File: src/rtl/crc32_pkg.sv
package crc32_pkg;
  parameter int          CRC_WIDTH      = 32;
  parameter int          BYTE_WIDTH     = 8;
  parameter logic [31:0] POLY_REFLECTED = 32'hEDB88320;
  parameter logic [31:0] PRESET_ONES    = 32'hFFFFFFFF;
  parameter logic [31:0] GOOD_RESIDUE   = 32'hDEBB20E3;
endpackage

File: src/rtl/crc32_byte_step.sv
// Eight (DATA_W) reflected division steps unrolled into one combinational stage.
module crc32_byte_step #(
  parameter int               CRC_W  = 32,
  parameter int               DATA_W = 8,
  parameter logic [CRC_W-1:0] POLY   = 32'hEDB88320
) (
  input  logic [CRC_W-1:0]  crc_i,
  input  logic [DATA_W-1:0] data_i,
  output logic [CRC_W-1:0]  crc_o
);
  logic [CRC_W-1:0] stage [0:DATA_W];

  assign stage[0] = crc_i ^ {{(CRC_W-DATA_W){1'b0}}, data_i};

  for (genvar g = 0; g < DATA_W; g++) begin : g_bit
    assign stage[g+1] = (stage[g] >> 1) ^ (stage[g][0] ? POLY : '0);
  end

  assign crc_o = stage[DATA_W];
endmodule

File: src/rtl/crc32_fcs_ser.sv
// Loads a complemented remainder and shifts it out low byte first.
module crc32_fcs_ser #(
  parameter int CRC_W  = 32,
  parameter int DATA_W = 8
) (
  input  logic              clk_i,
  input  logic              rst_ni,
  input  logic              load_i,
  input  logic [CRC_W-1:0]  word_i,
  output logic [DATA_W-1:0] byte_o,
  output logic              valid_o
);
  localparam int NUM_BYTES = CRC_W / DATA_W;
  localparam int CNT_W     = $clog2(NUM_BYTES + 1);

  logic [CRC_W-1:0] shreg_q;
  logic [CNT_W-1:0] cnt_q;

  always_ff @(posedge clk_i or negedge rst_ni) begin
    if (!rst_ni) begin
      shreg_q <= '0;
      cnt_q   <= '0;
    end else if (load_i) begin
      shreg_q <= word_i;
      cnt_q   <= CNT_W'(NUM_BYTES);
    end else if (cnt_q != '0) begin
      shreg_q <= shreg_q >> DATA_W;
      cnt_q   <= cnt_q - 1'b1;
    end
  end

  assign byte_o  = shreg_q[DATA_W-1:0];
  assign valid_o = (cnt_q != '0);
endmodule

File: src/rtl/crc32_byte_engine.sv
module crc32_byte_engine
  import crc32_pkg::*;
#(
  parameter int               CRC_W   = CRC_WIDTH,
  parameter int               DATA_W  = BYTE_WIDTH,
  parameter logic [CRC_W-1:0] POLY    = POLY_REFLECTED,
  parameter logic [CRC_W-1:0] PRESET  = PRESET_ONES,
  parameter logic [CRC_W-1:0] RESIDUE = GOOD_RESIDUE
) (
  input  logic              clk_i,
  input  logic              rst_ni,
  input  logic              start_i,
  input  logic              valid_i,
  input  logic              last_i,
  input  logic [DATA_W-1:0] data_i,
  output logic [DATA_W-1:0] fcs_o,
  output logic              fcs_valid_o,
  output logic              check_valid_o,
  output logic              check_ok_o
);
  logic [CRC_W-1:0] crc_q, crc_d;
  logic [CRC_W-1:0] seed, stepped;
  logic             close_w;
  logic             check_valid_q, check_ok_q;

  // start wins: the preset is the seed for a byte arriving on the same edge
  assign seed    = start_i ? PRESET : crc_q;
  assign close_w = valid_i & last_i;

  crc32_byte_step #(
    .CRC_W (CRC_W),
    .DATA_W(DATA_W),
    .POLY  (POLY)
  ) u_step (
    .crc_i (seed),
    .data_i(data_i),
    .crc_o (stepped)
  );

  always_comb begin
    crc_d = crc_q;
    if (valid_i)      crc_d = stepped;
    else if (start_i) crc_d = PRESET;
  end

  always_ff @(posedge clk_i or negedge rst_ni) begin
    if (!rst_ni) begin
      crc_q         <= PRESET;
      check_valid_q <= 1'b0;
      check_ok_q    <= 1'b0;
    end else begin
      crc_q         <= crc_d;
      check_valid_q <= close_w;
      check_ok_q    <= close_w & (stepped == RESIDUE);
    end
  end

  crc32_fcs_ser #(
    .CRC_W (CRC_W),
    .DATA_W(DATA_W)
  ) u_ser (
    .clk_i  (clk_i),
    .rst_ni (rst_ni),
    .load_i (close_w),
    .word_i (~stepped),
    .byte_o (fcs_o),
    .valid_o(fcs_valid_o)
  );

  assign check_valid_o = check_valid_q;
  assign check_ok_o    = check_ok_q;
endmodule

File: config.mk
export PLATFORM = sky130hd
export DESIGN_NAME = crc32_byte_engine
export DESIGN_NICKNAME = d
export VERILOG_FILES = /design/src/rtl/crc32_pkg.sv /design/src/rtl/crc32_byte_step.sv /design/src/rtl/crc32_fcs_ser.sv /design/src/rtl/crc32_byte_engine.sv
export SDC_FILE = /design/constraint.sdc
export NUM_CORES = 1
export LEC_CHECK = 0
export BUFFER_PORTS_ARGS = -buffer_cell sky130_fd_sc_hd__buf_2
export CAP_MARGIN = 20
export CORE_MARGIN = 2
export CORE_UTILIZATION = 30
export CTS_BUF_LIST = sky130_fd_sc_hd__clkbuf_4 sky130_fd_sc_hd__clkbuf_8
export DETAILED_ROUTE_END_ITERATION = 12
export MAX_ROUTING_LAYER = met4
export SETUP_SLACK_MARGIN = 0.2
export SKIP_LAST_GASP = 1
export SLEW_MARGIN = 20
export SYNTH_ARGS = -nofsm -noshare
export SYNTH_HDL_FRONTEND = slang
export SYNTH_SLANG_ARGS = --single-unit
File: constraint.sdc
create_clock -name clk_i -period 5.1 [get_ports clk_i]
set_input_delay 1.02 -clock clk_i [delete_from_list [all_inputs] [get_ports clk_i]]
set_output_delay 1.02 -clock clk_i [all_outputs]
set_load 0.02 [all_outputs]
==> results of run 1 <==
## cells in the mapped netlist (all sizes together) (4+ instances only)
cell type / number
o21ai: 10
o221ai: 4
inv: 8
nand2: 61
clkbuf: 18
xor2: 16
dfrtp: 37
xnor3: 9
a21oi: 38
a31oi: 21
nand2b: 4
or2: 6
dfstp: 32
buf: 32
xnor2: 79
and2: 4
nor3: 31
or3: 5
a22o: 7
nor2: 54
mux2i: 6
## logic make-up after synthesis
family,Yosys count,share of synthesized area
buffers and inverters,60,0.0690
multiplexers,6,0.0128
XOR/XNOR,104,0.232
AND/OR/NAND/NOR,181,0.182
flip-flops,69,0.376
adder cells (fa/ha/maj),3,0.00800
AO/OA/AOI/OAI,91,0.120
## layout make-up
class,count,share of cell area
multi-input combinational,385,0.513
sequential,69,0.348
tap,211,0.0520
timing repair buffer,31,0.0350
clock buffer,11,0.0286
clock inverter,5,0.0165
inverter,10,0.00739
## how the worst min path moves through the flow
stage                      startpoint                end  slack, ns
finish              u_ser.shreg_q[25]  u_ser.shreg_q[25]       0.51
global route        u_ser.shreg_q[25]  u_ser.shreg_q[25]       0.53
CTS                 u_ser.shreg_q[25]  u_ser.shreg_q[25]       0.51
detailed placement  u_ser.shreg_q[30]  u_ser.shreg_q[30]       0.48
global placement       u_ser.cnt_q[2]     u_ser.cnt_q[2]       0.49
floorplan           u_ser.shreg_q[31]  u_ser.shreg_q[31]       0.45
## routing by layer
metal	track usage	share of wire	routed length (microns)
met1	0.211	0.47	5830
met2	0.244	0.45	5600
met3	0.0173	0.041	507
met4	0.0691	0.032	401
met5	-	0	0
## sequential cells by signal (all words and copies together) (netlist names)
name           cells
u_ser.shreg_q     32
crc_q             32
check_ok_o         1
u_ser.cnt_q        3
check_valid_o      1
## cell usage in the layout (no fill, tap or decap), drive strengths merged, types with 4 or more instances in the layout
master and instances:
clkbuf 11, dfstp 32, dfrtp 37, buf 31
a22o 7, o21ai 10, nand2b 4, a21oi 38
or3 5, xnor2 79, o221ai 4, or2 6
nand2 61, xnor3 9, inv 8, nor2 54
and2 4, mux2i 6, nor3 31, a31oi 21
xor2 16
## through the flow
step	worst slack, ns	utilization	total power, mW
3_3_place_gp	1.53	0.318	3.11
5_1_grt	1.55	0.333	3.88
6_report	1.78	0.333	3.66
4_1_cts	1.79	0.333	3.67
2_1_floorplan	2.25	-	2.65
3_5_place_dp	1.46	0.318	3.13
## power by group through the flow
stage	registers [mW]	logic, mW	clock network (mW)
finish	1.11	2.03	0.522
global route	1.15	2.19	0.548
CTS	1.11	2.03	0.530
detailed placement	1.12	2.01	0
global placement	1.12	1.99	0
floorplan	0.987	1.67	0
## worst max-delay path, stage by stage
cell and delay, ns:
buf_2 0.55, nor2_1 0.20, xnor2_1 0.39, clkinv_1 0.38, xnor2_1 0.28, nor4b_2 0.29
o2111ai_1 0.18, nor4_2 0.27
==> results.cfg, run 1 <==
[sta]
fin_tns_setup_ns = 0
hold_viol = 0
final.period_utilization = 0.651
report.final.setup_viol = 0
fmax_ghz = 0.301
hold_ws_ns = 0.506
fin_crit_ns = 3.32
skew_ns = 0.00853
slew-limit-headroom = 0.515
slew_violations = 0
worstMarginPinSlew_ns = 0.728
grt_setup_unrepaired = no

[clock_tree]
htreeDepth = 3
cts_hold_buf = 0
clk_path_buf_depth = 2
cts_tree = done
cts_buffers = 9
cts_resized = 0
post_cts_buffers = 0
clock_latency_ns = 0.36
clockRootBuffer = clkbuf_8
path_clk_slew_ns = 0.08
cts_sinks = 69

[global_route]
grt_pass1_wl_microns = 19400
antenna_found_initial = 0
grt_max_degree = 62
grt_overflow_total = 0
track_usage = 0.158
grt_pass1_vias = 3539

[worst_setup_path]
endpoint_kind = flip-flop
rr_worst_depth = 9
crit_end = check_ok_o
crit_path_max_fanout = 36
r2r-start = crc_q[0]
cp.arrival_ns = 3.58
cp-startpoint = start_i
timing.rr.end = check_ok_o
reg2reg_slack_ns = 2.19
crit_required_ns = 5.36
worstSetupStartpointType = input pin
path_class = input pin to flip-flop

[route]
drt-initial-drc-count = 253
first_pass_iters = 5
ant_nets = 0
via_count = 3586
wl_per_cell_microns = 17.1
drc = 0
vias_per_cell = 4.97
totalWireLength_microns = 12300

[yosys]
syn_avg_cell_area_sq_um = 9.13
syn-cell-area_sq_um = 4690
ys_seq_area_frac = 0.376
synth_nets = 530
synth_largest_area_cell = dfrtp_1
async_reset_ff_frac = 1.00
syn_inst = 514
synth_edf_count = 0
yosys-top-cells-area = dfrtp_1 20%, dfstp_2 18%, xnor2_1 14%
ys.flop_type = dfrtp_1
yosysTopAreaCellShare = 0.197
ys_warn_count = 0
synth-seq-cells = 69
ys_types = 54

[placement]
place_congestion = 0.885
placed_area_sq_um = 4850
dpl.cell_count = 706
io_buffers = 23
dp_hpwl_microns = 8850

[hold_path]
hold_path_depth = 1
hp-class = flip-flop to flip-flop

[final_layout]
drive_above_1_share = 0.198
regArea_sq_um = 1770
syn2layout_area_growth_pct = 8.24
num-nets-final = 522
num-fill-cells = 1588
multiInputGateArea_sq_um = 2610
antenna_cells = 0
final_cells = 722
final_area_sq_um = 5080

[power]
p_comb_frac = 0.553
power.density_nw_per_um2 = 721
clockPowerShare = 0.143
ir_drop_mv = 0.244
sw_frac_of_total = 0.443
p_leak_nw = 1.99
power_frac_seq = 0.304
p_int_mw = 2.04
switchingPower_mw = 1.62

[floorplan]
rows = 45
io_pins = 24
floorplan.initialDensity = 0.308
die_x_microns = 129
die_h_microns = 129
placeableCoreArea_sq_um = 15300
die-area_sq_um = 16700

[outcome]
status = completed

[flow_run]
max-cap-violations = 0
No activity file was read; power rests on OpenSTA's default activity.
==> run 2, diff against run 1 <==
==> constraint.sdc (replaced) <==
create_clock -name clk_i -period 2.8 [get_ports clk_i]
set_input_delay 0.56 -clock clk_i [delete_from_list [all_inputs] [get_ports clk_i]]
set_output_delay 0.56 -clock clk_i [all_outputs]
set_load 0.02 [all_outputs]
==> results.cfg, run 2 (same netlist as run 1, synthesis figures left out) <==
[outcome]
status = completed

[power]
power.density_nw_per_um2 = 1330
power_mw = 7.01
ir_drop_mv = 0.436
p_leak_nw = 2.12

[sta]
skew_ns = 0.00577
hold_viol = 0
grt_setup_unrepaired = no
slew-limit-headroom = 0.409
final.period_utilization = 0.896
fin_tns_setup_ns = 0
worstMarginPinSlew_ns = 0.886
fmax_ghz = 0.399
report.final.setup_viol = 0
hold_ws_ns = 0.396
fin_crit_ns = 2.51
slew_violations = 0

[worst_setup_path]
path_cells = buf_12 > xnor2_1 > or3_1 > and4_1 > or2_2 > o31ai_4 > o2111ai_2 > nor4_2
crit_path_max_fanout = 16
cp_slowest_cell = dfstp_2
critical_path.top_delay_family = simple AND/OR/NAND/NOR gates
max_stage_delay_ns = 0.59
crit_required_ns = 3.06
worstSetupStartpointType = flip-flop
path_buf_inv = 1
endpoint_kind = flip-flop
cp.arrival_ns = 2.76
path_class = flip-flop to flip-flop

[route]
vias_per_cell = 4.87
ant_nets = 0
drc = 0
via_count = 3617
first_pass_iters = 5
wl_per_cell_microns = 17.0
drt-initial-drc-count = 346
totalWireLength_microns = 12600

[final_layout]
syn2layout_area_growth_pct = 12.7
final_common_cell = xnor2_1
post-route-util = 0.347
drive_above_1_share = 0.239
multiInputGateArea_sq_um = 2640
num-nets-final = 543
most-common-layout-cells = 72 x xnor2_1, 61 x nand2_1, 53 x nor2_1
num-fill-cells = 1545
antenna_cells = 0
reg_top3 = crc_q (32), u_ser.shreg_q (32), u_ser.cnt_q (3)
regArea_sq_um = 1770

[global_route]
antenna_found_initial = 0
grt_max_degree = 70
track_usage = 0.162
grt_pass1_wl_microns = 20000
grt_pass1_vias = 3623
grt_overflow_total = 0

[clock_tree]
htreeDepth = 3
cts_tree = done
clk_path_buf_depth = 2
cts_sinks = 69
cts_hold_buf = 0
path_clk_slew_ns = 0.08
clockRootBuffer = clkbuf_8
cts_buffers = 9
clock_latency_ns = 0.35

[floorplan]
io_pins = 24
placeableCoreArea_sq_um = 15300
floorplan.initialDensity = 0.308
die_x_microns = 129
die-area_sq_um = 16700
rows = 45
die_h_microns = 129

[hold_path]
hp-class = input pin to asynchronous set/reset pin

[flow_run]
max-cap-violations = 0

[placement]
place_congestion = 0.873
io_buffers = 23
dp_hpwl_microns = 9330
run 2: changes by cell type in the layout (fill, tap and decap cells not counted), sizes merged:
cell / delta
buf: +21
clkinv: +2
clkinvlp: -2
run 2: cell type report:
type	count	share of cell area
multi-input combinational	385	0.499
sequential	69	0.334
timing repair buffer	52	0.0653
tap	211	0.0499
clock buffer	11	0.0286
clock inverter	5	0.0156
inverter	10	0.00710
run 2: path summary, 6_finish.rpt:
path                       slack (ns)               from                 to  depth (start not counted)
setup reg to reg                 0.29           crc_q[0]         check_ok_o                          8
hold / removal                   0.40             rst_ni  u_ser.shreg_q[14]                          2
max in group asynchronous        1.82             rst_ni  u_ser.shreg_q[23]                          2
hold reg to reg                  0.50  u_ser.shreg_q[31]  u_ser.shreg_q[31]                          2
setup / recovery                 0.29           crc_q[0]         check_ok_o                          8
min in group clk_i               0.50  u_ser.shreg_q[31]  u_ser.shreg_q[31]                          2
run 2: per-layer routing:
metal	track usage	part of all wire
met5	-	0
met4	0.0691	0.029
met3	0.0264	0.043
met2	0.253	0.47
met1	0.208	0.45
run 2: metrics by stage:
step / std cells / cell area (sq um) / setup slack, ns
floorplan: 514 / 4690 / 0.412
global placement: 725 / 5000 / 0.00865
detailed placement: 725 / 5000 / 0.0431
CTS: 741 / 5250 / 0.243
global route: 743 / 5290 / 0.213
finish: 743 / 5290 / 0.292
run 2: timing repair:
action | 4_1_cts | 5_1_grt
endpoints found under the setup margin | 1 | 2
pin swaps | 0 | 1
cloned | 0 | 0
setup buffers | 0 | 2
gates resized for setup | 2 | 4
run 2: report_power, final:
group / internal [mW] / leakage (nW) / switching [mW]
logic: 1.83 / 1.20 / 2.22
clock network: 0.552 / 0.120 / 0.409
registers: 1.60 / 0.800 / 0.404
